File: src/rtl/dac_seq_pkg.sv
package dac_seq_pkg;
  typedef enum logic [1:0] {PH_IDLE, PH_SETUP, PH_LOW, PH_HOLD} phase_t;

  // Strobes from the sequencer control to the bus datapath.
  typedef struct packed {
    logic loadReq;     // accept: load bus from request
    logic loadNext;    // update-all: advance to next channel
    logic strobeNext;  // strobe is low during the coming cycle
    logic commit;      // rising strobe edge: update shadow
  } seq_ctrl_t;
endpackage

File: src/rtl/dac_seq_ctrl.sv
module dac_seq_ctrl
  import dac_seq_pkg::*;
#(
  parameter int N_CH      = 8,
  parameter int SETUP_CYC = 1,
  parameter int LOW_CYC   = 15,
  parameter int HOLD_CYC  = 2
) (
  input  logic      clk,
  input  logic      rst,
  input  logic      reqValid,
  input  logic      reqAll,
  output logic      reqReady,
  output seq_ctrl_t ctrl
);
  localparam int MAX_LEN = (SETUP_CYC > LOW_CYC) ?
                           ((SETUP_CYC > HOLD_CYC) ? SETUP_CYC : HOLD_CYC) :
                           ((LOW_CYC > HOLD_CYC) ? LOW_CYC : HOLD_CYC);
  localparam int CNT_W = $clog2(MAX_LEN + 1);
  localparam int IDX_W = $clog2(N_CH);

  phase_t phase, phaseNext;
  logic [CNT_W-1:0] cnt;
  logic [IDX_W-1:0] idx;
  logic allMode;
  logic phaseEnd;
  logic lastIdx;

  always_comb begin
    case (phase)
      PH_SETUP: phaseEnd = (cnt == CNT_W'(SETUP_CYC - 1));
      PH_LOW:   phaseEnd = (cnt == CNT_W'(LOW_CYC - 1));
      PH_HOLD:  phaseEnd = (cnt == CNT_W'(HOLD_CYC - 1));
      default:  phaseEnd = 1'b0;
    endcase
  end

  assign lastIdx  = (idx == IDX_W'(N_CH - 1));
  assign reqReady = (phase == PH_IDLE);

  always_comb begin
    phaseNext = phase;
    ctrl      = '0;
    case (phase)
      PH_IDLE: if (reqValid) begin
        phaseNext    = PH_SETUP;
        ctrl.loadReq = 1'b1;
      end
      PH_SETUP: if (phaseEnd) phaseNext = PH_LOW;
      PH_LOW: if (phaseEnd) begin
        phaseNext   = PH_HOLD;
        ctrl.commit = 1'b1;
      end
      PH_HOLD: if (phaseEnd) begin
        if (allMode && !lastIdx) begin
          phaseNext     = PH_SETUP;
          ctrl.loadNext = 1'b1;
        end else begin
          phaseNext = PH_IDLE;
        end
      end
      default: phaseNext = PH_IDLE;
    endcase
    ctrl.strobeNext = (phaseNext == PH_LOW);
  end

  always_ff @(posedge clk) begin
    if (rst) begin
      phase   <= PH_IDLE;
      cnt     <= '0;
      idx     <= '0;
      allMode <= 1'b0;
    end else begin
      phase <= phaseNext;
      cnt   <= (phaseNext != phase) ? '0 : cnt + CNT_W'(1);
      if (ctrl.loadReq) begin
        allMode <= reqAll;
        idx     <= '0;
      end else if (ctrl.loadNext) begin
        idx <= idx + IDX_W'(1);
      end
    end
  end
endmodule

File: src/rtl/dac_seq_path.sv
module dac_seq_path
  import dac_seq_pkg::*;
#(
  parameter int N_CH   = 8,
  parameter int CODE_W = 8,
  localparam int ADDR_W = $clog2(N_CH)
) (
  input  logic                     clk,
  input  logic                     rst,
  input  seq_ctrl_t                ctrl,
  input  logic                     reqAll,
  input  logic [ADDR_W-1:0]        reqChan,
  input  logic [CODE_W-1:0]        reqCode,
  input  logic [N_CH*CODE_W-1:0]   allCodes,
  input  logic [ADDR_W-1:0]        rdChan,
  output logic [CODE_W-1:0]        rdCode,
  output logic [ADDR_W-1:0]        busAddr,
  output logic [CODE_W-1:0]        busData,
  output logic                     busWrN
);
  logic [CODE_W-1:0] shadowQ [N_CH];
  logic [CODE_W-1:0] snapQ   [N_CH];
  logic [ADDR_W-1:0] addrNext;

  assign addrNext = busAddr + ADDR_W'(1);

  for (genvar g = 0; g < N_CH; g++) begin : g_chan
    logic [CODE_W-1:0] shReg;
    logic [CODE_W-1:0] snReg;
    always_ff @(posedge clk) begin
      if (rst) begin
        shReg <= '0;
        snReg <= '0;
      end else begin
        if (ctrl.commit && busAddr == ADDR_W'(g)) shReg <= busData;
        if (ctrl.loadReq && reqAll) snReg <= allCodes[g*CODE_W +: CODE_W];
      end
    end
    assign shadowQ[g] = shReg;
    assign snapQ[g]   = snReg;
  end

  always_ff @(posedge clk) begin
    if (rst) begin
      busAddr <= '0;
      busData <= '0;
      busWrN  <= 1'b1;
    end else begin
      busWrN <= ~ctrl.strobeNext;
      if (ctrl.loadReq) begin
        if (reqAll) begin
          busAddr <= '0;
          busData <= allCodes[CODE_W-1:0];
        end else begin
          busAddr <= reqChan;
          busData <= reqCode;
        end
      end else if (ctrl.loadNext) begin
        busAddr <= addrNext;
        busData <= snapQ[addrNext];
      end
    end
  end

  assign rdCode = shadowQ[rdChan];
endmodule

File: src/rtl/dac_bus_sequencer.sv
module dac_bus_sequencer
  import dac_seq_pkg::*;
#(
  parameter int N_CH      = 8,
  parameter int CODE_W    = 8,
  // Cycle counts for a 125 MHz clock (8 ns): 120 ns low -> 15, 10 ns hold -> 2.
  parameter int SETUP_CYC = 1,
  parameter int LOW_CYC   = 15,
  parameter int HOLD_CYC  = 2,
  localparam int ADDR_W   = $clog2(N_CH)
) (
  input  logic                   clk,
  input  logic                   rst,
  input  logic                   reqValid,
  output logic                   reqReady,
  input  logic                   reqAll,
  input  logic [ADDR_W-1:0]      reqChan,
  input  logic [CODE_W-1:0]      reqCode,
  input  logic [N_CH*CODE_W-1:0] allCodes,
  input  logic [ADDR_W-1:0]      rdChan,
  output logic [CODE_W-1:0]      rdCode,
  output logic [ADDR_W-1:0]      busAddr,
  output logic [CODE_W-1:0]      busData,
  output logic                   busWrN
);
  seq_ctrl_t ctrl;

  dac_seq_ctrl #(
    .N_CH(N_CH), .SETUP_CYC(SETUP_CYC), .LOW_CYC(LOW_CYC), .HOLD_CYC(HOLD_CYC)
  ) u_ctrl (
    .clk(clk), .rst(rst), .reqValid(reqValid), .reqAll(reqAll),
    .reqReady(reqReady), .ctrl(ctrl)
  );

  dac_seq_path #(.N_CH(N_CH), .CODE_W(CODE_W)) u_path (
    .clk(clk), .rst(rst), .ctrl(ctrl), .reqAll(reqAll), .reqChan(reqChan),
    .reqCode(reqCode), .allCodes(allCodes), .rdChan(rdChan), .rdCode(rdCode),
    .busAddr(busAddr), .busData(busData), .busWrN(busWrN)
  );
endmodule

File: config.mk
export PLATFORM = sky130hd
export DESIGN_NAME = dac_bus_sequencer
export DESIGN_NICKNAME = d
export VERILOG_FILES = /design/src/rtl/dac_seq_pkg.sv /design/src/rtl/dac_seq_ctrl.sv /design/src/rtl/dac_seq_path.sv /design/src/rtl/dac_bus_sequencer.sv
export SDC_FILE = /design/constraint.sdc
export NUM_CORES = 1
export LEC_CHECK = 0
export BUFFER_PORTS_ARGS = -buffer_cell sky130_fd_sc_hd__clkbuf_2
export CAP_MARGIN = 10
export CELL_PAD_IN_SITES_DETAIL_PLACEMENT = 1
export CELL_PAD_IN_SITES_GLOBAL_PLACEMENT = 1
export CORE_ASPECT_RATIO = 1.25
export CORE_UTILIZATION = 45
export CTS_BUF_LIST = sky130_fd_sc_hd__clkbuf_8
export DETAILED_ROUTE_END_ITERATION = 7
export PLACE_DENSITY = 0.94
export REMOVE_ABC_BUFFERS = 1
export SETUP_SLACK_MARGIN = 0.02
export SKIP_LAST_GASP = 1
export SYNTH_ARGS = -nofsm -noshare
export SYNTH_HDL_FRONTEND = slang
export SYNTH_HIERARCHICAL = 1
export SYNTH_SLANG_ARGS = --single-unit
File: constraint.sdc
create_clock -name clk -period 6.25 [get_ports clk]
set_input_delay 0.625 -clock clk [delete_from_list [all_inputs] [get_ports clk]]
set_output_delay 0.625 -clock clk [all_outputs]
set_load 0.02 [all_outputs]
==> summary.txt <==
CRITICAL PATH
--------------------------------------------------------------------------------------------------
Critical path peak fanout                                                                       26
Sort of element at the end of the critical path                                           register
Startpoint kind of the worst setup timing path                                            register
Buffer and inverter count on the worst path                                                      1
Delay of the slowest critical-path stage                                                   1.17 ns
R2r setup slk                                                                              3.15 ns
FF-to-FF End                                                                          u_path/busData[1]
Number of cells on the worst reg-to-reg path                                                     5
Kind of cell adding the most delay to the critical path                                adder cells
Required @ worst endpoint                                                                  6.58 ns
Cell-by-cell trace of the critical path                                               inv_1, ha_1, mux4_2, nor2_1, o21ai_0
Critical path arrival                                                                      3.43 ns
Worst r2r src                                                                         u_path/busAddr[0]
Highest-delay cell along the critical path                                                    ha_1
Path type of the worst setup path                                                          reg2reg

ROUTING
--------------------------------------------------------------------------------------------------
Wire per inst                                                                              18.7 um
Initial drt markers                                                                            276
Number of optimization iterations in the first detailed-route pass                               7
Via-per-instance ratio                                                                        5.67
Overall routed net length                                                                  18.8 mm
Number of vias after detailed routing                                                        5,701
DRC violation count after routing                                                                4
Post-DRT Antenna Nets                                                                            0

STA
--------------------------------------------------------------------------------------------------
Hold Fails Final Rpt                                                                             0
Total negative slack for setup checks                                                         0 ns
Slew at the pin with the worst max-slew slack                                              1.19 ns
Period utilisation layout                                                                    0.496
Post-Route Hold Slack                                                                     0.377 ns
Shortest period the worst path allows                                                      3.10 ns
Peak clock frequency supported by timing                                                   323 MHz
Setup repair after global routing missed its margin                                          false
# setup viols final                                                                              0
Worst Skew                                                                               0.0130 ns
Worst rel slew slack                                                                         0.209
Number of slew-limit violations in the final report                                              0

FINISH
--------------------------------------------------------------------------------------------------
Multi-input combinational cell area                                                       3440 um2
Fill count                                                                                   1,724
Top library cells by usage in the layout, fill and taps aside                         nand2_1 (173), dfxtp_1 (150), a21oi_1 (108)
Fraction of final layout cells with drive strength greater than 1                            0.215
Commonest non-fill, non-tap cell in the layout                                             nand2_1
Post-layout net count                                                                          906
Area Overhead vs Synth                                                                       13.0%
Area of all sequential standard cells                                                     3000 um2
Post-route cell area                                                                      7650 um2
Filler-free cell count of the finished design                                                1,006
Antenna cells                                                                                    0

POWER
--------------------------------------------------------------------------------------------------
Static power due to leakage                                                                3.19 nW
Cell Pwr Density                                                                        271 nW/um2
Switching power as a share of total power                                                    0.283
Post-route total power                                                                     2.07 mW
Switching power of the nets                                                                 587 uW
Seq pwr share                                                                                0.500
Internal cell power                                                                        1.49 mW
Part of the total power dissipated in combinational logic                                    0.124
Clock network power share                                                                    0.376
VDD IR max                                                                              0.000192 V

SYNTH
--------------------------------------------------------------------------------------------------
Number of enable flip-flop cells after synthesis                                                 0
Portion of synthesized cell area occupied by the leading cell type                           0.444
Register area share after synthesis                                                          0.444
Main area contributors after synthesis                                                dfxtp_1 (44%), nand2_1 (9.7%), a21oi_1 (8.0%), mux2i_1 (6.5%), mux4_1 (5.8%)
Cell type with the largest total area after synthesis                                      dfxtp_1
Main synth FF type                                                                         dfxtp_1
Number of register bits inferred by synthesis                                                  150
Netlist area before placement                                                             6770 um2
Distinct cells, synth                                                                           44
Gate count after technology mapping                                                            754
Asr flop ratio synth                                                                             0
Synth warnings                                                                                   6
Mean cell area of the mapped netlist                                                      8.98 um2

DIE
--------------------------------------------------------------------------------------------------
FP Rows                                                                                         49
Starting density of the core                                                                 0.466
Die width                                                                                   112 um
Boundary Pins                                                                                  103
Vert. Die Dim                                                                               139 um
Placeable Area                                                                          14,500 um2
Die Area                                                                                15,500 um2

CLOCKING
--------------------------------------------------------------------------------------------------
Number of buffers created by CTS                                                                17
Clock transition time at the flip-flop clock pins of the worst setup and hold paths        0.09 ns
Cell at the root of the clock tree                                                        clkbuf_8
CTS sink count                                                                                 150
Cts-stage hold buffer count                                                                      0
Setup bufs post-CTS                                                                              0
Insertion delay to the later sink of the worst-skew pair                                   0.46 ns
Maximum clock path buffer count                                                                  2
Post-cts resize count                                                                            0
TritonCTS clock tree                                                                           yes
Number of H-tree levels                                                                          4

PLACEMENT
--------------------------------------------------------------------------------------------------
Placed cell count                                                                              974
PortBufs                                                                                       102
Post-DP Area                                                                              7230 um2
Half-perimeter wire length of the detailed placement result                                12.9 mm
Weighted congestion at the end of routability-driven global placement                        0.770

RUN STATUS
--------------------------------------------------------------------------------------------------
Failing checks                                                                        design-rule violations
Run status                                                                            finished with violations

MIN PATH
--------------------------------------------------------------------------------------------------
Worst Hold Path EP                                                                    u_path/g_chan[6].snReg[5]
HP Class                                                                                    in2reg
Hold Path Origin                                                                      allCodes[53]
WHS Path Cells                                                                                   3

GLOBAL ROUTE
--------------------------------------------------------------------------------------------------
Maximum number of pins on one net before global-route repair                                    89
Wire length of the first global-routing pass                                               30.1 mm
Total global routing track utilization                                                       0.247
Via count of the first global-routing pass                                                   5,940
Number of antenna violations at the first check in global routing                                0
Total global routing overflow                                                                    0

FLOW RUN
--------------------------------------------------------------------------------------------------
Number of violations of the max-capacitance limit                                                0

-- state kept, by name, indices dropped and copies added, names as in the netlist --
register             count
u_ctrl/phase             2
u_path/g_chan.shReg     64
u_path/busWrN            1
u_ctrl/cnt               4
u_ctrl/allMode           1
u_path/g_chan.snReg     64
u_path/busData           8
u_ctrl/idx               3
u_path/busAddr           3
-- power groups by stage --
stage	Combinational [mW]	Clock (mW)	Sequential (mW)
after floorplan	0.146	0	1.05
after global placement	0.244	0	1.05
after detailed placement	0.254	0	1.06
after CTS	0.258	0.792	1.04
after global routing	0.280	0.833	1.04
final	0.257	0.781	1.04
-- synth_stat cells, types with 2 or more instances --
cell / count
mux4_1: 15
buf_4: 3
dfxtp_1: 150
o22ai_1: 4
nor3b_1: 2
xnor2_1: 3
inv_1: 8
o31ai_1: 4
ha_1: 9
mux4_2: 8
nand3_1: 42
o21ai_0: 9
clkbuf_1: 41
mux2_2: 24
and2_1: 2
a21oi_1: 108
o32ai_1: 2
o221ai_1: 2
nand2_1: 174
buf_6: 2
nor4b_1: 3
nor4_1: 3
mux2i_1: 44
nand2b_1: 3
or2_2: 2
a211oi_1: 3
buf_2: 15
nor2_1: 53
-- logic make-up after synthesis --
logic type	after synthesis	share of synthesized area
AO/OA/AOI/OAI	136	0.109
XOR/XNOR	5	0.00925
adder cells (fa/ha/maj)	9	0.0166
buffers and inverters	71	0.0484
flip-flops	150	0.444
multiplexers	91	0.190
AND/OR/NAND/NOR	292	0.183
-- worst max path at each step --
stage | startpoint | to | slack, ns | depth (start not counted)
after floorplan | u_ctrl/cnt[2] | u_path/g_chan[0].shReg[0] | 3.20 | 6
after global placement | u_path/busAddr[0] | u_path/busData[4] | 3.33 | 5
after detailed placement | u_path/busAddr[0] | u_path/busData[0] | 3.12 | 5
after CTS | u_path/busAddr[0] | u_path/busData[0] | 3.12 | 5
after global routing | u_path/busAddr[0] | u_path/busData[1] | 2.95 | 5
final | u_path/busAddr[0] | u_path/busData[1] | 3.15 | 5
-- layer usage --
layer | GRT usage | vias up | routed length [um]
li1 | - | 2730 | -
met1 | 0.278 | 2766 | 7500
met2 | 0.445 | 165 | 10000
met3 | 0.0463 | 40 | 755
met4 | 0.119 | 0 | 521
met5 | 0 | - | 0
-- area by class of cell --
| cell class | instances | share of cell area |
|---|---|---|
| Clock inverter | 15 | 0.0236 |
| Clock buffer | 17 | 0.0306 |
| Multi-Input combinational cell | 533 | 0.450 |
| Tap cell | 178 | 0.0291 |
| Inverter | 8 | 0.00393 |
| Timing Repair Buffer | 105 | 0.0700 |
| Sequential cell | 150 | 0.393 |
-- tightest hold or removal path, stage by stage --
cell and delay [ns]:
clkbuf_2 0.08, nand2_1 0.05, a21oi_1 0.05
-- per-stage QoR --
step                setup slack [ns]  utilization
floorplan                       3.20            -
global placement                3.33        0.498
detailed placement              3.12        0.498
CTS                             3.12        0.526
global route                    2.95        0.526
finish                          3.15        0.526
(Power assumes the default switching activity.)
